`src/rtl/codec_port_pkg.sv`:
```
package codec_port_pkg;
  localparam logic [2:0] A_CTRLA = 3'd0;
  localparam logic [2:0] A_CTRLB = 3'd1;
  localparam logic [2:0] A_AUD   = 3'd2;
  localparam logic [2:0] A_TEL   = 3'd3;
  localparam logic [2:0] A_CC    = 3'd4;
  localparam logic [2:0] A_STAT  = 3'd5;
  localparam int NCH      = 2;
  localparam int S_ERR    = 0;   // 2 per channel: underrun, overrun
  localparam int S_SVC    = 4;   // 2 per channel: tx req, rx req
  localparam int S_LVL    = 8;   // 2 per channel: tx not full, rx not empty
  localparam int S_CCDONE = 12;
  localparam int S_ON     = 13;
endpackage

```
`src/rtl/cp_fifo.sv`:
```
module cp_fifo #(
  parameter int W  = 16,
  parameter int D  = 8,
  parameter int CW = $clog2(D + 1)
) (
  input  logic          clk,
  input  logic          rst_n,
  input  logic          push,
  input  logic [W-1:0]  wdata,
  input  logic          pop,
  output logic [W-1:0]  rdata,
  output logic [CW-1:0] count
);
  localparam int AW = (D > 1) ? $clog2(D) : 1;

  logic [W-1:0]  mem [D];
  logic [AW-1:0] wp, rp;
  logic          do_push, do_pop;

  function automatic logic [AW-1:0] nxt(input logic [AW-1:0] p);
    return (p == AW'(D - 1)) ? '0 : p + 1'b1;
  endfunction

  assign do_push = push && (count != CW'(D));
  assign do_pop  = pop && (count != '0);
  assign rdata   = mem[rp];

  always_ff @(posedge clk) begin
    if (!rst_n) begin
      wp <= '0;
      rp <= '0;
      count <= '0;
    end else begin
      if (do_push) wp <= nxt(wp);
      if (do_pop)  rp <= nxt(rp);
      count <= count + CW'(do_push) - CW'(do_pop);
    end
  end

  always_ff @(posedge clk) if (do_push) mem[wp] <= wdata;

  AST_NO_OVERFLOW: assert property (@(posedge clk) disable iff (!rst_n)
    (count == CW'(D)) && push && !pop |=> count == CW'(D));
  AST_COUNT_BOUND: assert property (@(posedge clk) disable iff (!rst_n)
    count <= CW'(D));
endmodule

```
`src/rtl/cp_chan.sv`:
```
module cp_chan #(
  parameter int W = 16,
  parameter int D = 8
) (
  input  logic         clk,
  input  logic         rst_n,
  input  logic         en,
  input  logic         host_push,
  input  logic [W-1:0] host_wdata,
  input  logic         host_pop,
  output logic [W-1:0] host_rdata,
  input  logic         slot,
  input  logic [W-1:0] rx_sample,
  output logic [W-1:0] tx_sample,
  input  logic         clr_unf,
  input  logic         clr_ovr,
  output logic         unf,
  output logic         ovr,
  output logic         tx_req,
  output logic         rx_req,
  output logic         tx_nf,
  output logic         rx_ne
);
  localparam int CW = $clog2(D + 1);

  logic [CW-1:0] tx_cnt, rx_cnt;
  logic [W-1:0]  tx_head, rx_head;
  logic          act, tx_empty, rx_full;

  assign act      = slot && en;
  assign tx_empty = (tx_cnt == '0);
  assign rx_full  = (rx_cnt == CW'(D));

  cp_fifo #(.W(W), .D(D), .CW(CW)) u_tx (
    .clk, .rst_n, .push(host_push), .wdata(host_wdata),
    .pop(act && !tx_empty), .rdata(tx_head), .count(tx_cnt));

  cp_fifo #(.W(W), .D(D), .CW(CW)) u_rx (
    .clk, .rst_n, .push(act && !rx_full), .wdata(rx_sample),
    .pop(host_pop), .rdata(rx_head), .count(rx_cnt));

  always_ff @(posedge clk) begin
    if (!rst_n) begin
      tx_sample <= '0;
      unf <= 1'b0;
      ovr <= 1'b0;
    end else begin
      if (act && !tx_empty) tx_sample <= tx_head;
      if (act && tx_empty) unf <= 1'b1;
      else if (clr_unf)    unf <= 1'b0;
      if (act && rx_full)  ovr <= 1'b1;
      else if (clr_ovr)    ovr <= 1'b0;
    end
  end

  assign host_rdata = rx_ne ? rx_head : '0;
  assign tx_req = tx_cnt <= CW'(D / 2);
  assign rx_req = rx_cnt >= CW'(D / 2);
  assign tx_nf  = !(tx_cnt == CW'(D));
  assign rx_ne  = rx_cnt != '0;

  AST_UNDERRUN_HOLD: assert property (@(posedge clk) disable iff (!rst_n)
    act && tx_empty |=> unf && $stable(tx_sample));
  AST_OVR_STICKY: assert property (@(posedge clk) disable iff (!rst_n)
    ovr && !clr_ovr |=> ovr);
  AST_OVR_DROP: assert property (@(posedge clk) disable iff (!rst_n)
    act && rx_full && !host_pop |=> rx_cnt == CW'(D) && ovr);
endmodule

```
`src/rtl/cp_ctl_link.sv`:
```
module cp_ctl_link #(
  parameter int CCW = 21
) (
  input  logic           clk,
  input  logic           rst_n,
  input  logic           en,
  input  logic           host_wr,
  input  logic [CCW-1:0] host_word,
  input  logic           tx_frame,
  input  logic           rx_frame,
  input  logic [CCW-1:0] rx_word,
  output logic [CCW-1:0] tx_word,
  output logic           tx_valid,
  output logic [CCW-1:0] rd_word,
  output logic           done
);
  logic pending, awaiting;

  always_ff @(posedge clk) begin
    if (!rst_n) begin
      tx_word <= '0;
      tx_valid <= 1'b0;
      rd_word <= '0;
      done <= 1'b0;
      pending <= 1'b0;
      awaiting <= 1'b0;
    end else begin
      tx_valid <= 1'b0;
      if (host_wr) begin
        tx_word <= host_word;
        pending <= 1'b1;
        awaiting <= 1'b0;
        done <= 1'b0;
      end else begin
        if (en && tx_frame && pending) begin
          tx_valid <= 1'b1;
          pending <= 1'b0;
          awaiting <= 1'b1;
        end
        if (en && rx_frame && awaiting) begin
          rd_word <= rx_word;
          done <= 1'b1;
          awaiting <= 1'b0;
        end
      end
    end
  end

  AST_DONE_CLEAR: assert property (@(posedge clk) disable iff (!rst_n)
    host_wr |=> !done && !tx_valid);
  AST_SEND_PULSE: assert property (@(posedge clk) disable iff (!rst_n)
    tx_valid |=> !tx_valid || $past(tx_frame));
endmodule

```
`src/rtl/codec_port_regs.sv`:
```
module codec_port_regs
  import codec_port_pkg::*;
#(
  parameter int DW    = 16,
  parameter int DEPTH = 8,
  parameter int CCW   = 21,
  parameter int BW    = 32
) (
  input  logic           clk,
  input  logic           rst_n,
  input  logic [2:0]     host_addr,
  input  logic           host_wr,
  input  logic           host_rd,
  input  logic [BW-1:0]  host_wdata,
  output logic [BW-1:0]  host_rdata,
  input  logic           aud_slot,
  input  logic [DW-1:0]  aud_rx_sample,
  output logic [DW-1:0]  aud_tx_sample,
  input  logic           tel_slot,
  input  logic [DW-1:0]  tel_rx_sample,
  output logic [DW-1:0]  tel_tx_sample,
  input  logic           cc_tx_frame,
  output logic [CCW-1:0] cc_tx_word,
  output logic           cc_tx_valid,
  input  logic           cc_rx_frame,
  input  logic [CCW-1:0] cc_rx_word,
  output logic           irq
);
  localparam int CAW = 1 + 2 * NCH;

  logic [CAW-1:0] ctrl_a;
  logic [NCH-1:0] ctrl_b;
  logic [14:0]    status;
  logic [CCW-1:0] cc_rd;
  logic           cc_done, port_en;
  logic [NCH-1:0] ch_slot, ch_push, ch_pop, c_unf, c_ovr;
  logic [DW-1:0]  ch_rx [NCH];
  logic [DW-1:0]  ch_tx [NCH];
  logic [DW-1:0]  ch_rd [NCH];
  logic           wr_stat;
  logic           unused_bits;

  assign unused_bits = ^host_wdata;
  assign port_en = ctrl_a[0];
  assign wr_stat = host_wr && host_addr == A_STAT;

  assign ch_slot = {tel_slot, aud_slot};
  assign ch_rx[0] = aud_rx_sample;
  assign ch_rx[1] = tel_rx_sample;
  assign aud_tx_sample = ch_tx[0];
  assign tel_tx_sample = ch_tx[1];

  always_ff @(posedge clk) begin
    if (!rst_n) begin
      ctrl_a <= '0;
      ctrl_b <= '0;
    end else if (host_wr) begin
      if (host_addr == A_CTRLA) ctrl_a <= host_wdata[CAW-1:0];
      if (host_addr == A_CTRLB) ctrl_b <= host_wdata[NCH-1:0];
    end
  end

  for (genvar c = 0; c < NCH; c++) begin : g_ch
    localparam logic [2:0] MY_ADDR = A_AUD + 3'(c);
    assign ch_push[c] = host_wr && host_addr == MY_ADDR;
    assign ch_pop[c]  = host_rd && host_addr == MY_ADDR;
    cp_chan #(.W(DW), .D(DEPTH)) u_chan (
      .clk, .rst_n, .en(port_en),
      .host_push(ch_push[c]), .host_wdata(host_wdata[DW-1:0]),
      .host_pop(ch_pop[c]), .host_rdata(ch_rd[c]),
      .slot(ch_slot[c]), .rx_sample(ch_rx[c]), .tx_sample(ch_tx[c]),
      .clr_unf(wr_stat && host_wdata[S_ERR + 2*c]),
      .clr_ovr(wr_stat && host_wdata[S_ERR + 2*c + 1]),
      .unf(status[S_ERR + 2*c]), .ovr(status[S_ERR + 2*c + 1]),
      .tx_req(status[S_SVC + 2*c]), .rx_req(status[S_SVC + 2*c + 1]),
      .tx_nf(status[S_LVL + 2*c]), .rx_ne(status[S_LVL + 2*c + 1]));
    assign c_unf[c] = status[S_ERR + 2*c];
    assign c_ovr[c] = status[S_ERR + 2*c + 1];
  end

  cp_ctl_link #(.CCW(CCW)) u_cc (
    .clk, .rst_n, .en(port_en),
    .host_wr(host_wr && host_addr == A_CC), .host_word(host_wdata[CCW-1:0]),
    .tx_frame(cc_tx_frame), .rx_frame(cc_rx_frame), .rx_word(cc_rx_word),
    .tx_word(cc_tx_word), .tx_valid(cc_tx_valid), .rd_word(cc_rd),
    .done(cc_done));

  assign status[S_CCDONE] = cc_done;
  assign status[S_ON +: NCH] = ctrl_b;

  assign irq = port_en && ((|c_unf) || (|c_ovr) ||
               (|(status[S_SVC +: 2*NCH] & ctrl_a[CAW-1:1])));

  always_comb begin
    host_rdata = '0;
    case (host_addr)
      A_CTRLA: host_rdata = BW'(ctrl_a);
      A_CTRLB: host_rdata = BW'(ctrl_b);
      A_AUD:   host_rdata = BW'(ch_rd[0]);
      A_TEL:   host_rdata = BW'(ch_rd[1]);
      A_CC:    host_rdata = BW'(cc_rd);
      A_STAT:  host_rdata = BW'(status);
      default: host_rdata = '0;
    endcase
  end

  AST_IRQ_OFF: assert property (@(posedge clk) disable iff (!rst_n)
    !port_en |-> !irq);
  AST_IRQ_ERR: assert property (@(posedge clk) disable iff (!rst_n)
    port_en && (|status[3:0]) |-> irq);
  AST_LEVEL_QUIET: assert property (@(posedge clk) disable iff (!rst_n)
    irq |-> (|status[7:0]));
endmodule

```
`config.mk`:
```
export PLATFORM = sky130hd
export DESIGN_NAME = codec_port_regs
export DESIGN_NICKNAME = d
export VERILOG_FILES = /design/src/rtl/codec_port_pkg.sv /design/src/rtl/cp_fifo.sv /design/src/rtl/cp_chan.sv /design/src/rtl/cp_ctl_link.sv /design/src/rtl/codec_port_regs.sv
export SDC_FILE = /design/constraint.sdc
export NUM_CORES = 1
export LEC_CHECK = 0
export BUFFER_PORTS_ARGS = -buffer_cell sky130_fd_sc_hd__buf_2
export CORE_MARGIN = 5
export CORE_UTILIZATION = 27
export CTS_CLUSTER_DIAMETER = 150
export DETAILED_ROUTE_END_ITERATION = 7
export GPL_ROUTABILITY_DRIVEN = 0
export PLACE_DENSITY_LB_ADDON = 0.15
export SLEW_MARGIN = 20
export SYNTH_ARGS = -nofsm -noshare
export SYNTH_HDL_FRONTEND = slang
export SYNTH_SLANG_ARGS = --single-unit
```
`constraint.sdc`:
```
create_clock -name clk -period 3.8 [get_ports clk]
set_input_delay 0.19 -clock clk [delete_from_list [all_inputs] [get_ports clk]]
set_output_delay 0.19 -clock clk [all_outputs]
set_load 0.05 [all_outputs]
```
==> flow_metrics.tcl <==
set metrics [dict create \
    start_kind "flop" \
    min_period_ns 3.30 \
    postLayoutCoreUtil_pct 33.3 \
    dpl.hpwl_um 41800 \
    cts.sinks 647 \
    cts_tree "done" \
    via_per_inst 4.48 \
    hold_viol_final 0 \
    cts_resized 0 \
    netlist_instances 1500 \
    rsz0062_at_grt "false" \
    synthAdderAreaFrac_pct 2.36 \
    status "complete, no violations" \
    drt_iter0_markers 942 \
    cap_violations 0 \
    core_um2 94600 \
    synth_xor_area_share_pct 0.273 \
    finalSetupViolations 0 \
    fmax_mhz 303 \
    ys_warn_count 0 \
    num_vias 14000 \
    arrival_ns 3.11 \
    post_drt_wl_per_cell_um 21.0 \
    seq_area_frac_synth_pct 70.6 \
    synth_ff_type "edfxtp_1" \
    max-clock-path-buffers 3 \
    fp.dieH_um 318 \
    syn2layout_area_growth_pct 23.0 \
    numCtsBuffers 77 \
    setup-tns-final_ns 0 \
    cp-end-kind "output port" \
    fin_nets 1939 \
    fp-row-count 113 \
    clk_latency_ns 0.62 \
    cellPowerDensity_nw_per_um2 497 \
    cts-root-buf "clkbuf_16" \
    async_reset_ff_share_pct 0 \
    antenna_found_initial 13 \
    total_power_uw 15700 \
    synth_enable_flop_cells 512 \
    fin_skew_ns 0.0235 \
    clk_pin_slew_worst_paths_ns 0.06 \
    synth_simple_gate_area_share_pct 5.24 \
    synth_top_family_by_area "multiplexers" \
    overflow 0 \
    worst_pin_slew_ns 0.921 \
    grt_usage_pct 12.8 \
    postCtsHoldBufs 77 \
    netlist_area_um2 25600 \
    ys_types 56 \
    critPathKind "reg2out" \
    grt_pass1_wl_um 97600 \
    required_ns 3.61 \
    drc 0 \
    ant_nets 0 \
    fin_crit_sh_pct 86.7 \
    grt_pass1_vias 14700 \
    slew_violations 0 \
    htree_levels 3 \
    dr.pass1.iters 5 \
    start_util_pct 27.1 \
    drive_gt1_share_pct 27.4 \
    die-width_um 318 \
    crit_fanout 14 \
    routed_wl_um 65700 \
    ir_drop_mv 0.309 \
    die-area_um2 101000 \
    slew_headroom_pct 38.6 \
    syn_avg_cell_area_um2 17.1 \
    hold_path.class "in2reg" \
    synth-seq-cells 647 \
    portBuffers 160 \
    ios 183 \
    synthMuxAreaShare_pct 14.6 \
    p_leak_uw 0.0103 \
    synth_compound_area_share_pct 4.96 \
    post_cts.repair.setup_buffers 0 \
    grt_max_degree 76 \
]
==> cell usage after synthesis (all sizes together) (2+ instances only) <==
library cell  count  area (µm²)
mux4            130        2930
nand2           132         495
nand4             5        31.3
clkbuf           48         180
edfxtp          512       15400
nor4b             3        32.5
a211oi            5        42.5
a22oi             3        22.5
ha               42         526
nand3             7        35.0
nor2             32         120
mux2             11         124
mux2i            70         701
or3b              3        26.3
fa                4        80.1
nor4              5        31.3
a21boi           71         533
o211ai            2        15.0
o21ai            47         235
nor2b            17         106
a21oi            53         265
buf              42         236
a21o              7        52.6
o22a              5        43.8
nand3b            5        37.5
inv              22        82.6
nor3b             5        37.5
or3               8        50.1
xor2              7        61.3
a311oi            2        17.5
nor3             16        90.1
dfxtp           135        2700
and2             20         125
nand2b           11        68.8
==> final cells by class <==
cell class | instances | area (µm²)
fill | 9158 | 63100
sequential | 647 | 18100
multi-input combinational | 751 | 7240
clock buffer | 106 | 2100
timing repair buffer | 298 | 2060
tap | 1265 | 1580
clock inverter | 33 | 369
inverter | 22 | 82.6
antenna | 6 | 15.0
==> worst max-delay path: stages (launching register included) <==
cell and delay, ns:
dfxtp_1 0.69, buf_4 0.39, mux4_2 0.35, mux2_2 0.30, a21oi_1 0.25, o21ai_0 0.23
buf_2 0.28
==> cell families (layout without fill, tap and decap cells) <==
logic type,Yosys count,after routing
AO/OA/AOI/OAI,200,200
XOR/XNOR,8,8
adder cells (fa/ha/maj),46,46
buffers and inverters,112,459
flip-flops,647,647
multiplexers,211,211
other,1,17
AND/OR/NAND/NOR,275,275
==> placed cells by master, fill, tap and decap left out, types with 8 or more instances in the layout <==
master	Yosys	layout
a21boi_0	56	56
o21ai_0	40	40
nand2_1	132	132
or3_1	8	8
clkinv_2	0	11
conb_1	1	11
mux2_2	11	11
dlygate4sd3_1	0	77
bufinv_16	0	8
buf_2	24	159
mux4_2	130	130
mux2i_1	70	70
a21oi_1	53	51
clkinv_1	0	9
inv_1	20	20
a21boi_1	15	15
clkbuf_1	48	24
nor2_1	32	31
buf_4	13	60
nor2b_1	17	17
clkbuf_16	0	78
and2_1	20	20
nand2b_1	11	10
ha_1	42	42
dfxtp_1	135	131
nor3_2	2	16
edfxtp_1	512	512
==> sequential cells by signal, summed over array words and instances (netlist names), named ones only <==
register                flops
ctrl_a                      5
u_cc.done                   1
g_ch.u_chan.u_rx.wp         6
g_ch.u_chan.ovr             2
g_ch.u_chan.unf             2
g_ch.u_chan.u_rx.count      8
g_ch.u_chan.u_tx.count      8
g_ch.u_chan.tx_sample      32
u_cc.awaiting               1
u_cc.pending                1
g_ch.u_chan.u_tx.mem      256
ctrl_b                      2
g_ch.u_chan.u_rx.mem      256
g_ch.u_chan.u_tx.wp         6
g_ch.u_chan.u_rx.rp         6
u_cc.tx_valid               1
u_cc.tx_word               21
u_cc.rd_word               21
g_ch.u_chan.u_tx.rp         6
==> report_power, final <==
part,switching (µW),internal (µW)
Sequential,31.5,7680
Clock,2810,4390
Combinational,485,272
==> routing by layer <==
| layer | global-route usage, % | routed length, µm |
|---|---|---|
| met5 | 0 | 13 |
| met4 | 3.45 | 1410 |
| met3 | 2.50 | 2930 |
| met2 | 21.2 | 31500 |
| met1 | 17.5 | 29900 |
==> per-stage QoR <==
step / hold slack [ns] / cell area [µm²] / cells / setup slack (ns)
after floorplan: 0.289 / 25700 / 1510 / 0.381
after global placement: 0.431 / 28300 / 2906 / 0.920
after detailed placement: 0.439 / 28300 / 2906 / 0.890
after CTS: 0.00163 / 31500 / 3122 / 0.348
after global routing: 0.0262 / 31500 / 3123 / 0.267
final: 0.0462 / 31500 / 3128 / 0.505
==> worst paths after layout <==
| kind | depth (start not counted) | startpoint | slack [ns] | end |
|---|---|---|---|---|
| worst max-delay path | 6 | flop | 0.50 | host_rdata[9] |
| worst max register to register | 11 | g_ch[0].u_chan.u_tx.count[2] | 0.89 | g_ch[0].u_chan.u_tx.count[2] |
| worst min-delay path | 3 | host_wdata[0] | 0.05 | u_cc.tx_word[0] |
| worst min register to register | 2 | u_cc.rd_word[16] | 0.45 | u_cc.rd_word[16] |
Power figures use the tool's default switching activity.
